**src/rtl/cnt_pkg.sv**
```systemverilog
// Package: shared types for the cascadable counter.
// Assumes: nothing beyond IEEE 1800-2017.
package cnt_pkg;
    // Action taken by one slice at a clock edge, in fixed priority order.
    typedef enum logic [1:0] {
        ACT_HOLD = 2'd0,
        ACT_CLR  = 2'd1,
        ACT_LOAD = 2'd2,
        ACT_INC  = 2'd3
    } slice_act_t;
endpackage

```
**src/rtl/slice_next.sv**
```systemverilog
// Module: slice_next
// Computes the next value of one slice from its control inputs.
// Priority is clear, then load, then increment, then hold.
// Assumes: purely combinational, with the width set by W.
module slice_next #(
    parameter int W = 4
) (
    input  logic [W-1:0] cur,
    input  logic         clr,
    input  logic         load,
    input  logic [W-1:0] d,
    input  logic         inc,
    output logic [W-1:0] nxt
);
    import cnt_pkg::*;

    slice_act_t act;

    // Decode the fixed priority into a single action.
    always_comb begin
        if (clr)       act = ACT_CLR;
        else if (load) act = ACT_LOAD;
        else if (inc)  act = ACT_INC;
        else           act = ACT_HOLD;
    end

    // Select the next value for the decoded action.
    always_comb begin
        case (act)
            ACT_CLR:  nxt = '0;
            ACT_LOAD: nxt = d;
            ACT_INC:  nxt = cur + W'(1);
            default:  nxt = cur;
        endcase
    end
endmodule

```
**src/rtl/count_slice.sv**
```systemverilog
// Module: count_slice
// One W-bit synchronous counter slice with two count enables.
// Its terminal-count flag is gated by the chain enable only.
// Assumes: the synchronous active-low reset is on the shared clock.
module count_slice #(
    parameter int W = 4
) (
    input  logic         clk,
    input  logic         rst_n,
    input  logic         clr,
    input  logic         load,
    input  logic [W-1:0] d,
    input  logic         en_master,
    input  logic         en_chain,
    output logic [W-1:0] q,
    output logic         tc
);
    logic [W-1:0] q_nxt;

    slice_next #(.W(W)) u_next (
        .cur  (q),
        .clr  (clr),
        .load (load),
        .d    (d),
        .inc  (en_master & en_chain),
        .nxt  (q_nxt)
    );

    // Slice state register with synchronous reset.
    always_ff @(posedge clk) begin
        if (!rst_n) q <= '0;
        else        q <= q_nxt;
    end

    // Terminal count: all ones and enabled from below.
    assign tc = (&q) & en_chain;
endmodule

```
**src/rtl/cascade_counter.sv**
```systemverilog
// Module: cascade_counter
// Chains NUM_SLICES counter slices into one wide synchronous counter.
// Each slice's chain enable is the terminal count of the slice below.
// The lowest chain enable is tied high.
// Assumes: one shared clock and a synchronous active-low reset.
module cascade_counter #(
    parameter int SLICE_W    = 4,
    parameter int NUM_SLICES = 3,
    localparam int CW        = SLICE_W * NUM_SLICES
) (
    input  logic          clk,
    input  logic          rst_n,
    input  logic          clr,
    input  logic          load,
    input  logic [CW-1:0] load_val,
    input  logic          cnt_en,
    output logic [CW-1:0] count,
    output logic          carry_out
);
    logic [NUM_SLICES:0] chain;

    // Lowest slice is always enabled from below.
    assign chain[0] = 1'b1;

    for (genvar i = 0; i < NUM_SLICES; i++) begin : g_slice
        count_slice #(.W(SLICE_W)) u_slice (
            .clk       (clk),
            .rst_n     (rst_n),
            .clr       (clr),
            .load      (load),
            .d         (load_val[i*SLICE_W +: SLICE_W]),
            .en_master (cnt_en),
            .en_chain  (chain[i]),
            .q         (count[i*SLICE_W +: SLICE_W]),
            .tc        (chain[i+1])
        );
    end

    assign carry_out = chain[NUM_SLICES];
endmodule

```
**config.mk**
```make
export PLATFORM = sky130hd
export DESIGN_NAME = cascade_counter
export DESIGN_NICKNAME = d
export VERILOG_FILES = /design/src/rtl/cnt_pkg.sv /design/src/rtl/slice_next.sv /design/src/rtl/count_slice.sv /design/src/rtl/cascade_counter.sv
export SDC_FILE = /design/constraint.sdc
export NUM_CORES = 1
export LEC_CHECK = 0
export BUFFER_PORTS_ARGS = -buffer_cell sky130_fd_sc_hd__buf_2
export CAP_MARGIN = 20
export CORE_MARGIN = 4
export CORE_UTILIZATION = 46
export CTS_CLUSTER_SIZE = 25
export DETAILED_ROUTE_END_ITERATION = 7
export MAX_ROUTING_LAYER = met4
export PLACE_DENSITY = 0.76
export SYNTH_ARGS = -nofsm -noshare
export SYNTH_HDL_FRONTEND = slang
export SYNTH_HIERARCHICAL = 1
export SYNTH_SLANG_ARGS = --single-unit
export TNS_END_PERCENT = 30
```
**constraint.sdc**
```tcl
create_clock -name clk -period 1.8 [get_ports clk]
set_input_delay 0.36 -clock clk [delete_from_list [all_inputs] [get_ports clk]]
set_output_delay 0.36 -clock clk [all_outputs]
set_load 0.03 [all_outputs]
```
== Word level (Yosys, flattened, before mapping) ==
Cells that the tools add are included.
Storage, ports and cells
  output and inout bits: 13
  bits in read-only memories: 0
  bits in latches: 0
  input bits: 17
  flip-flop bits (word level): 12
  memories: 0
  RAM bits: 0
Cells by class
  eq/ne operators: 9
  shifts and indexed selects: 0
  order comparisons: 0
  reduce and logical (&&, ||, !) cells: 6
  add/sub/neg operators: 3
  muxes and demuxes: 12
  bitwise logic cells: 4
  div/mod/pow operators: 0
  $mul: 0
Operators with widths (number)
  one-hot mux 4 bit (3 select lines): 3
  2-to-1 mux 2 bit: 9
  adder 4 x 1 -> 4 bit, second input constant: 3
  == test 2 bit, second input constant: 6
  AND reduction 4 bit: 3
  nonzero test 3 bit: 3
  == test 2 x 1 -> 1 bit, second input constant: 3
  AND 1 bit: 4

== Depth between registers and ports, before layout ==
Gate-level depths: netlist of run 1.
  depth after elaboration: 8
  mapped depth: 9
  gate-level depth less buffers: 9

== By module ==
The synthesis of run 1 kept the hierarchy.
By module, submodules not included
  count_slice: instances 3, sequential area each 80.1 µm², cells each 12, area each 125.1 µm²
  slice_next: instances 3, sequential area each 0.0 µm², cells each 18, area each 125.1 µm²
  cascade_counter: instances 1, sequential area each 0.0 µm², cells each 1, area each 3.8 µm²

== Worst setup path before layout of run 1 ==
Ideal clock, no wire load.
  path type: flip-flop to flip-flop
  start: register g_slice[0].u_slice.q[0]
  end: register g_slice[2].u_slice.q[1]
  buffers on the path: 0
  data arrival time: 1722 ps
  required time: 1685 ps
  setup time: 115 ps
  slack: -37 ps
  stages on the path, launching flop included: 10
  cell sequence: dfxtp_1 nand2_1 nor2_1 nand3_1 nor2_1 and2_2 mux2_1 mux2i_1 nor2_1 and2_1
On the way
  word-level cells in the longest chain between the ends: 8
  elaborated cells on any way between the ends: 11
Ends and longest elaborated chain
  start, declared: line count_slice.sv:15  | output logic [W-1:0] q,
  start signal, assigned: line count_slice.sv:32  | else q <= q_nxt;
  AND reduction 4 bit *: line count_slice.sv:36  | assign tc = (&q) & en_chain;
  via chain[1]: line cascade_counter.sv:20  | logic [NUM_SLICES:0] chain;
  AND 1 bit *: line count_slice.sv:36
  via chain[2]: line cascade_counter.sv:20
  AND 1 bit *: line count_slice.sv:25  | .inc (en_master & en_chain),
  2-to-1 mux 2 bit *: line slice_next.sv:23  | else if (inc) act = ACT_INC;
  2-to-1 mux 2 bit *: line slice_next.sv:22  | else if (load) act = ACT_LOAD;
  2-to-1 mux 2 bit *: line slice_next.sv:21  | if (clr) act = ACT_CLR;
  == test 2 bit or == test 2 x 1 -> 1 bit (tied branches): line slice_next.sv:29  | case (act)
  one-hot mux 4 bit (3 select lines) *: line slice_next.sv:29
  via g_slice[2].u_slice.q_nxt[1]: line count_slice.sv:18  | logic [W-1:0] q_nxt;
  end signal, assigned: line count_slice.sv:32
  end, declared: line count_slice.sv:15
Mark *: on every way through the listed nets, which the timed path passes. The rest lies on a longest branch.
A chain may end at the register's enable or synchronous reset.

== Worst setup path after layout of run 1 ==
  start: register g_slice[0].u_slice.q[3]
  end: output port carry_out
On the way
  word-level cells in the longest chain between the ends: 3
Ends and longest elaborated chain
  AND reduction 4 bit: line count_slice.sv:36
  via chain[1]: line cascade_counter.sv:20
  AND 1 bit: line count_slice.sv:36
  via chain[2]: line cascade_counter.sv:20
  AND 1 bit: line count_slice.sv:36
  end, declared: line cascade_counter.sv:18  | output logic carry_out
The timed path passes the listed nets, and every way through them passes these cells.

==> metrics.md, run 1 <==
| Metric | Value |
|---|---|
| Largest net degree at the start of global routing | `19` |
| Max cap viols | `0` |
| Endpoints failing setup | `0` |
| Max reg flops | `12` |
| Clk pwr share | `0.285` |
| Routability cong. | `a little over 0.7` |
| Number of cell rows | `14` |
| Die Wd | `48.5 um` |
| Post-route DRC | `0` |
| H-tree levels | `1` |
| DRT Pass-1 Iters | `2` |
| Endpoints failing hold | `0` |
| DR WL/cell | `11.6 um` |
| Period utilization | `0.949` |
| First-pass GRT wire length | `2.66 mm` |
| Critical path startpoint category | `flip-flop` |
| Die H | `48.5 um` |
| Int Power | `approximately 400 uW` |
| Initial antenna violation count | `0` |
| CTS Root Cell | `clkbuf_4` |
| Total power | `~560 uW` |
| Combinational Power Share | `0.198` |
| Gate Count Post-Synth | `91` |
| RSZ-0062 raised after global routing | `yes` |
| Status | `complete, no violations` |
| Dpl cell area | `913 um^2` |
| Flops & latches, synth | `12` |
| Via density | `~5` |
| Seq pwr share | `0.518` |
| WP data required | `approximately 1.4 ns` |
| Minimum clock period | `1.71 ns` |
| Fillers | `143` |
| Vias in the first global route | `608` |
| Hold_sp | `rst_n` |
| Area occupied by multi-input gates | `slightly below 500 um^2` |
| Synthesis Warnings | `6` |
| RR Startpoint | `g_slice[0].u_slice/q[3]` |
| Critical path class | `reg -> out` |
| Yosys top cell by area | `dfxtp_1` |
| Port buffer count | `29` |
| Leakage Power | `0.000500 uW` |
| Clock latency at the later pin of the worst-skew pair | `approximately 0.27 ns` |
| Net Switching | `around 150 uW` |
| Worst hold slack | `0.427 ns` |
| Synth cell types | `17` |
| Arrival @ worst endpoint | `around 1.4 ns` |
| Initial Util | `0.495` |
| DRT iter0 DRCs | `4` |
| Post-DRT Antenna Nets | `0` |
| Pwr/cell area | `approximately 580 nW/um^2` |
| DP HPWL | `1.17 mm` |
| Worst setup path startpoint | `g_slice[0].u_slice/q[3]` |
| Final #Nets | `144` |
| Switch share | `0.276` |
| Ports | `30` |
| Sequential area share after synthesis | `0.318` |
| Final WL | `1.60 mm` |
| Crit. End Element | `output pin` |
| Total die area | `approximately 2400 um^2` |
| Reg area | `248 um^2` |
| Crit Path Max Fanout | `3` |
| Grt ovf | `0` |
| Syn Area/Cell | `between 8 and 9 um^2` |
| Via count | `around 690` |
| Clock skew | `~0.0054 ns` |
| Clk sink count | `12` |
| Post-synth top area share | `0.318` |
| Layout cells sized above 1 | `0.352` |
| CTS tree | `done` |
| Slew Viols, Final | `0` |
| Reg clk slew, reported paths | `0.07 ns` |
| CTS buffer count | `3` |
| Commonest non-fill, non-tap cell in the layout | `buf_2` |
| Core box area | `approximately 1500 um^2` |
| Antenna Diode Count | `0` |
| Most area-consuming cells after synthesis | `dfxtp_1 (32%), and2_1 (10%), mux2i_1 (8.0%)` |
| P&R area growth vs syn | `26.7%` |
| Hold_buf cts | `0` |
| Fin area | `956 um^2` |
| Most frequent cells in the layout | `buf_2 (28), and2_1 (12), dfxtp_1 (8)` |
| Clock Path Buffers | `2` |
| Synth Cell Area | `754 um^2` |
| Largest Register | `g_slice.u_slice/q` |
| GRT Resource Usage Total | `0.146` |
| HP Class | `in -> reg` |
| Peak Freq | `a little under 600 MHz` |
| Largest registers | `g_slice.u_slice/q (12)` |
| Peak supply drop | `0.000311 V` |
[layout make-up]
cell class / instances / area share
Tap cell: 16 / 0.0209
Sequential cell: 12 / 0.259
Inverter: 6 / 0.0236
Clock buffer: 3 / 0.0236
Timing Repair Buffer: 30 / 0.162
Multi-Input combinational cell: 71 / 0.510
[layer usage]
metal / vias up / part of all wire / wire length (um) / GRT usage
met4: 0 / 0.0081 / 13 / 0.0942
met3: 2 / 0.055 / 88 / 0.0337
met1: 307 / 0.45 / 719 / 0.181
met2: 17 / 0.49 / 776 / 0.211
li1: 359 / - / - / -
met5: - / 0 / 0 / -
[synthesized netlist by cell type]
master / count
a21oi_1: 6
nand4_1: 3
ha_1: 3
dfxtp_1: 12
mux2i_1: 6
xnor2_1: 6
nand2_1: 6
nand3_1: 3
inv_1: 6
xor2_1: 3
o21a_1: 6
conb_1: 1
and2_1: 12
nor2_1: 9
and2_2: 3
buf_2: 3
mux2_1: 3
[cell families (layout without fill, tap and decap cells)]
logic type	Yosys count	count (layout)	share of synthesized area
other cells	1	2	0.00497
simple gates	36	36	0.249
mux	9	9	0.124
fa+ha+maj	3	3	0.0498
compound gates	12	12	0.0995
flops	12	12	0.318
xor+xnor	9	9	0.104
buf+inv	9	39	0.0497
[stage by stage]
step	utilization	setup TNS, ns	setup WS, ns	std cells
after floorplan	-	0	0.0975	92
after global placement	0.599	0	0.157	134
after detailed placement	0.599	0	0.120	134
after CTS	0.614	0	0.0303	137
after global routing	0.627	-0.0504	-0.0411	138
final	0.627	0	0.0913	138
[critical path, stage by stage (launching register included)]
cell	delay [ns]
dfxtp_2	0.35
nand3_1	0.09
nor2_2	0.11
nand3_1	0.09
nor2_2	0.10
nand3_1	0.09
nor2_1	0.10
buf_4	0.16
[timing repair]
item                       CTS  global route
setup endpoints to repair    0             2
gates resized for setup      0             6
setup buffers                0             1
[worst paths after layout]
path,end,slack (ns),cells past startpoint
worst min-delay path,g_slice[0].u_slice/q[3],0.43,2
worst max register to register,g_slice[2].u_slice/q[1],0.13,9
worst max-delay path,carry_out,0.09,7
worst min register to register,g_slice[0].u_slice/q[3],0.70,3
[power by group through the flow]
| stage | clock network [uW] | logic [uW] | registers (uW) |
|---|---|---|---|
| CTS | 171 | 109 | 289 |
| global placement | 0 | 107 | 294 |
| detailed placement | 0 | 109 | 295 |
| global route | 182 | 122 | 290 |
| finish | 158 | 110 | 288 |
| floorplan | 0 | 49.7 | 314 |
No activity file was read; power rests on OpenSTA's default activity.
==> run 2: changes to the inputs <==
Settings changed: PLACE_DENSITY 0.76 to 0.81, SLEW_MARGIN from default to 0.
==> run 2 against run 1 <==
First-iteration DRC count increased to 4.3 times the previous value. Clock power barely moved. Power rose by 0.91%. Worst hold slack better by 0.0097 ns. Utilization up 1.1 points. Final cell count increased by 0.72%. Non-clock buffer count grew 1. Largest power group unchanged. Via count up 4.1%. Clock skew down 0.0048 ns.
==> metrics.md, run 2 (synthesized netlist as in run 1, its figures left out) <==
| Metric | Value |
|---|---|
| Die Wd | `roughly 49 um` |
| Reg2reg end | `g_slice[2].u_slice/q[1]` |
| Setup TNS Final | `0 ns` |
| Core box area | `1520 um^2` |
| Initial antenna violation count | `0` |
| Post-DRT Antenna Nets | `0` |
| Initial Util | `0.495` |
| Worst hold path stage count | `2` |
| Max cap viols | `0` |
| Critical path class | `reg -> out` |
| CTS tree | `done` |
| Layout cells sized above 1 | `0.366` |
| Largest Register | `g_slice.u_slice/q` |
| Worst r2r path cells | `9` |
| CTS Root Cell | `clkbuf_4` |
| Grt ovf | `0` |
| Period utilization | `0.958` |
| P&R area growth vs syn | `28.9%` |
| Max reg flops | `12` |
| GRT Resource Usage Total | `0.156` |
| Ports | `30` |
| Minimum clock period | `between 1.5 and 2 ns` |
| Clk sink count | `12` |
| Vias in the first global route | `690` |
| Clock latency at the later pin of the worst-skew pair | `approximately 0.26 ns` |
| Port buffer count | `29` |
| Final Worst Setup Slack | `0.0754 ns` |
| Fin util | `0.638` |
| First-pass GRT wire length | `2.91 mm` |
| Peak supply drop | `0.000491 V` |
| Status | `complete, no violations` |
| Area occupied by multi-input gates | `494 um^2` |
| Dpl cell area | `between 900 and 1000 um^2` |
| Commonest non-fill, non-tap cell in the layout | `buf_2` |
| H-tree levels | `1` |
| DP HPWL | `1.28 mm` |
| Slew Viols, Final | `0` |
| CTS buffer count | `3` |
| Endpoints failing setup | `0` |
| Setup slack at placement | `about 0.074 ns` |
| Reg area | `roughly 250 um^2` |
| Fin area | `972 um^2` |
| Hold_sp | `rst_n` |
| Clock skew | `approximately 0.0006 ns` |
| Number of cell rows | `14` |
| Largest registers | `g_slice.u_slice/q (12)` |
| Reg clk slew, reported paths | `approximately 0.070 ns` |
| Via count | `713` |
| Clock Path Buffers | `2` |
| WP data required | `1.44 ns` |
| Peak Freq | `580 MHz` |
| Crit Path Max Fanout | `2` |
| RSZ-0062 raised after global routing | `yes` |
| R2r setup slk | `around 0.090 ns` |
| Crit. End Element | `output pin` |
| Final #Nets | `about 150` |
| Placed cell count | `about 130` |
| Pwr/cell area | `roughly 580 nW/um^2` |
| DRT Pass-1 Iters | `4` |
| Largest net degree at the start of global routing | `19` |
| Die H | `48.5 um` |
| Leakage Power | `between 0.0005 and 0.0006 uW` |
| Endpoints failing hold | `0` |
| RR Startpoint | `g_slice[0].u_slice/q[2]` |
| DR WL/cell | `12.3 um` |
| DRT iter0 DRCs | `17` |
| Via density | `5.13` |
| Worst min-delay path endpoint | `g_slice[0].u_slice/q[0]` |
| Layout Cells excl Fill | `roughly 140` |
| Final WL | `1.72 mm` |
| Fillers | `143` |
| Total die area | `between 2000 and 2500 um^2` |
| Routability cong. | `~0.8` |
| HP Class | `in -> reg` |
| Most frequent cells in the layout | `buf_2 (28), and2_1 (12), dfxtp_1 (8)` |
| Antenna Diode Count | `0` |
| Post-route DRC | `0` |
| Critical path startpoint category | `flip-flop` |
| Arrival @ worst endpoint | `1.36 ns` |
run 2: cell count changes in the layout (fill, tap and decap cells not counted):
cell and change:
buf_4 +1, and2_2 -1, nand3_2 +1, dfxtp_2 -1, dfxtp_4 +1, nand3_1 -1
and2_4 +1
run 2: final cells by class:
| cell class | count | share of cell area |
|---|---|---|
| flip-flops and latches | 12 | 0.257 |
| clock buffers | 3 | 0.0232 |
| well taps | 16 | 0.0206 |
| repair buffers | 31 | 0.167 |
| multi-input cells | 71 | 0.508 |
| inverters | 6 | 0.0232 |
run 2: how the worst max path moves through the flow:
| stage | to | slack [ns] | cells past startpoint | startpoint |
|---|---|---|---|---|
| final | carry_out | 0.08 | 7 | g_slice[0].u_slice/q[2] |
| after global routing | carry_out | -0.08 | 7 | g_slice[0].u_slice/q[2] |
| after CTS | carry_out | 0.05 | 7 | g_slice[0].u_slice/q[2] |
| after detailed placement | g_slice[2].u_slice/q[1] | 0.07 | 9 | g_slice[0].u_slice/q[2] |
| after global placement | g_slice[2].u_slice/q[1] | 0.17 | 9 | g_slice[0].u_slice/q[0] |
| after floorplan | g_slice[2].u_slice/q[1] | 0.1 | 9 | g_slice[0].u_slice/q[0] |
run 2: per-stage QoR:
step,total power [uW],hold slack [ns]
final,561,0.436
after global routing,594,0.441
after CTS,566,0.424
after detailed placement,404,0.682
after global placement,401,0.678
after floorplan,364,0.482
run 2: power by group:
part	switching [uW]	leakage, uW	internal, uW
sequential	11.9	0.000100	275
clock	83.3	0.0000138	77.2
combinational	63.4	0.000392	50.7
run 2: routing by layer:
layer	global-route usage	wire, um
met3	0.0337	120
met4	0.0807	15
met2	0.257	859
met1	0.176	719
met5	-	0
run 2: timing repair:
action                                 in CTS  in global routing
setup endpoints to repair                   0                  2
gates resized for setup                     0                  9
setup buffers                               0                  2
hold buffers                                0                  0
endpoints found under the hold margin       0                  0
run 2: critical path, cell delays in order (launching register included):
cell and delay, ns:
dfxtp_2 0.34, nand3_2 0.08, nor2_2 0.11, nand3_1 0.08, nor2_2 0.13, nand3_1 0.08
nor2_1 0.11, buf_4 0.17
==> run 3: changes to the inputs <==
Settings changed: ABC_AREA from default to 1, CORE_UTILIZATION 46 to 48, PLACE_DENSITY 0.81 to 0.82.
==> run 3 against run 2 <==
Clock power fell by 7%. Clock skew rose by 0.0031 ns. Critical path depth unchanged. Synthesized area up 14%. Largest cell class unchanged. Register-to-register slack better by 0.25 ns. Highest routed layer unchanged. Clock-buffer cell count unchanged. Non-clock buffer count unchanged. Die area grew 7.6%. Via count increased by 40%.
==> metrics.md, run 3 <==
| Metric | Value |
|---|---|
| Status | `complete, no violations` |
| Most frequent cells in the layout | `nand2_1 (45), nand3_1 (30), buf_2 (28)` |
| Hold_buf cts | `0` |
| Fin area | `1110 um^2` |
| Flops & latches, synth | `12` |
| Via count | `995` |
| Gate Count Post-Synth | `approximately 150` |
| Final #Nets | `a little over 200` |
| Placed cell count | `200` |
| Count leader, synth | `nand2_1` |
| Die Wd | `50.3 um` |
| Max reg flops | `12` |
| DRT Pass-1 Iters | `4` |
| Leakage Power | `0.000663 uW` |
| Setup TNS Final | `0 ns` |
| Post-DRT Antenna Nets | `0` |
| Hold_sp | `load_val[5]` |
| Layout cells sized above 1 | `0.294` |
| Via density | `between 4 and 5` |
| HP Class | `in -> reg` |
| Layout Cells excl Fill | `between 200 and 250` |
| Commonest non-fill, non-tap cell in the layout | `nand2_1` |
| Dpl cell area | `1040 um^2` |
| Peak supply drop | `0.000451 V` |
| Slew Viols, Final | `0` |
| Initial Util | `0.503` |
| Combinational Power Share | `0.214` |
| Yosys top cell by area | `dfxtp_1` |
| Antenna Diode Count | `0` |
| Worst hold path stage count | `5` |
| Largest net degree at the start of global routing | `13` |
| Minimum clock period | `1.69 ns` |
| Worst hold slack | `between 0.4 and 0.5 ns` |
| Port buffer count | `29` |
| Peak Freq | `roughly 590 MHz` |
| Clock latency at the later pin of the worst-skew pair | `0.26 ns` |
| Total power | `555 uW` |
| Net Switching | `about 160 uW` |
| Number of cell rows | `15` |
| Max cap viols | `0` |
| Crit path top cell by count | `nor2_2` |
| Post-synth EDFFs | `0` |
| Endpoints failing setup | `0` |
| DRT iter0 DRCs | `21` |
| RR Startpoint | `g_slice[0].u_slice/q[1]` |
| WP data required | `1.44 ns` |
| CP max stage cell | `dfxtp_4` |
| DP HPWL | `approximately 1.6 mm` |
| GRT Resource Usage Total | `0.188` |
| Switch share | `0.294` |
| Largest Register | `g_slice.u_slice/q` |
| GR peak layer | `met2` |
| Post-route DRC | `0` |
| Critical path startpoint category | `flip-flop` |
| Critical path's largest stage delay | `0.37 ns` |
| CTS tree | `done` |
| Sequential area share after synthesis | `0.279` |
| Reg2reg end | `g_slice[2].u_slice/q[0]` |
| Grt ovf | `0` |
| Seq pwr share | `0.517` |
| Synthesis Warnings | `6` |
| Met2 Use GR | `0.313` |
| Commonest cells post-synth | `nand2_1 (45), nand3_1 (30), inv_1 (27)` |
| Total die area | `around 2500 um^2` |
| CTS buffer count | `3` |
| Die H | `50.3 um` |
| Most area-consuming cells after synthesis | `dfxtp_1 (28%), nand2_1 (20%), nand3_1 (17%)` |
| Int Power | `392 uW` |
| Crit Path Max Fanout | `6` |
| Worst min-delay path endpoint | `g_slice[1].u_slice/q[1]` |
| Clk pwr share | `0.269` |
| Final WL | `~2.2 mm` |
| Synth cell types | `13` |
| Critical path class | `reg -> out` |
| Clock skew | `between 0.003 and 0.004 ns` |
| Crit. End Element | `output pin` |
| Post-synth top area share | `0.279` |
| Vias in the first global route | `just over 900` |
| Period utilization | `0.940` |
| R2r setup slk | `0.34 ns` |
| P&R area growth vs syn | `28.7%` |
| CP Cell Sequence | `nand3_1 > nor2_2 > nand2_1 > nor2_2 > nand2_1 > nor2_2 > buf_6` |
| DR WL/cell | `10.8 um` |
| Reg clk slew, reported paths | `0.06 ns` |
| Ports | `30` |
| First-pass GRT wire length | `3.66 mm` |
| CTS Root Cell | `clkbuf_4` |
| Endpoints failing hold | `0` |
| GR Layer Usage met3 | `0.0208` |
| Routability cong. | `0.906` |
| Pwr/cell area | `502 nW/um^2` |
| Syn Area/Cell | `5.93 um^2` |
| Worst r2r path cells | `13` |
| Synth Flop Type | `dfxtp_1` |
| Arrival @ worst endpoint | `1.33 ns` |
| H-tree levels | `1` |
| Synth Cell Area | `860 um^2` |
| Initial antenna violation count | `0` |
| Clk sink count | `12` |
| Core box area | `1710 um^2` |
| Met1 Use GR | `0.225` |
| Fillers | `171` |
| Largest registers | `g_slice.u_slice/q (12)` |
| Clock Path Buffers | `2` |
| Async SR Flop Fraction | `0` |
==> run 3: changes by cell type in the layout (fill, tap and decap cells not counted), sizes merged, moves of 6 or more <==
cell   change
nand2     +42
nand3     +27
inv       +24
and2      -15
mux2i      -6
o21a       -6
xnor2      -6
==> run 3: kinds of logic (layout without fill, tap and decap cells) <==
group / after synthesis / count (layout) / synth area share
other: 1 / 2 / 0.00436
AOI/OAI and AO/OA: 3 / 3 / 0.0175
DFF: 12 / 12 / 0.279
adders and majority gates: 3 / 3 / 0.0437
buffers and inverters: 30 / 64 / 0.131
and+or+nand+nor: 93 / 93 / 0.493
xor gates and xnor gates: 3 / 3 / 0.0306
==> run 3: worst max-delay path: cells and delay by family, from the launching register on <==
kind,cells,cell delay (ns)
simple gates,6,0.57
buf+inv,1,0.14
flops,1,0.37
==> run 3: power by group through the flow <==
stage / Sequential (uW) / Combinational, uW / Clock, uW
after detailed placement: 296 / 113 / 0
after global placement: 295 / 110 / 0
after global routing: 289 / 133 / 173
final: 287 / 119 / 150
after CTS: 291 / 114 / 155
after floorplan: 313 / 48.7 / 0
==> run 3: final cells by class <==
type	instances	area, um^2	area share
multi-input cells	104	518	0.468
flip-flops and latches	12	255	0.231
repair buffers	31	166	0.150
inverters	30	113	0.102
clock buffers	3	22.5	0.0204
well taps	25	31.3	0.0283
==> run 3: through the flow <==
stage	utilization	worst slack [ns]
final	0.648	0.108
after global routing	0.648	-0.0269
after CTS	0.626	0.00308
after detailed placement	0.610	0.193
after global placement	0.610	0.258
after floorplan	-	0.0678
==> run 3: how the worst max path moves through the flow <==
| stage | startpoint | end | slack [ns] | depth (start not counted) |
|---|---|---|---|---|
| 3_5_place_dp | g_slice[0].u_slice/q[0] | g_slice[2].u_slice/q[0] | 0.19 | 13 |
| 4_1_cts | g_slice[0].u_slice/q[0] | carry_out | 0.003 | 7 |
| 2_1_floorplan | g_slice[0].u_slice/q[0] | carry_out | 0.07 | 6 |
| 6_report | g_slice[0].u_slice/q[1] | carry_out | 0.11 | 7 |
| 3_3_place_gp | g_slice[0].u_slice/q[0] | carry_out | 0.26 | 7 |
| 5_1_grt | g_slice[0].u_slice/q[1] | carry_out | -0.03 | 7 |
==> run 3: what timing repair did <==
item,4_1_cts,5_1_grt
resized for setup,4,9
pin swaps,0,1
setup buffers,0,2
endpoints found under the setup margin,1,1
==> run 3: metal layers <==
layer  up-vias  share of wire
li1        521              -
met1       432           0.45
met2        40           0.48
met3         2          0.060
met4         0         0.0095
met5         -              0
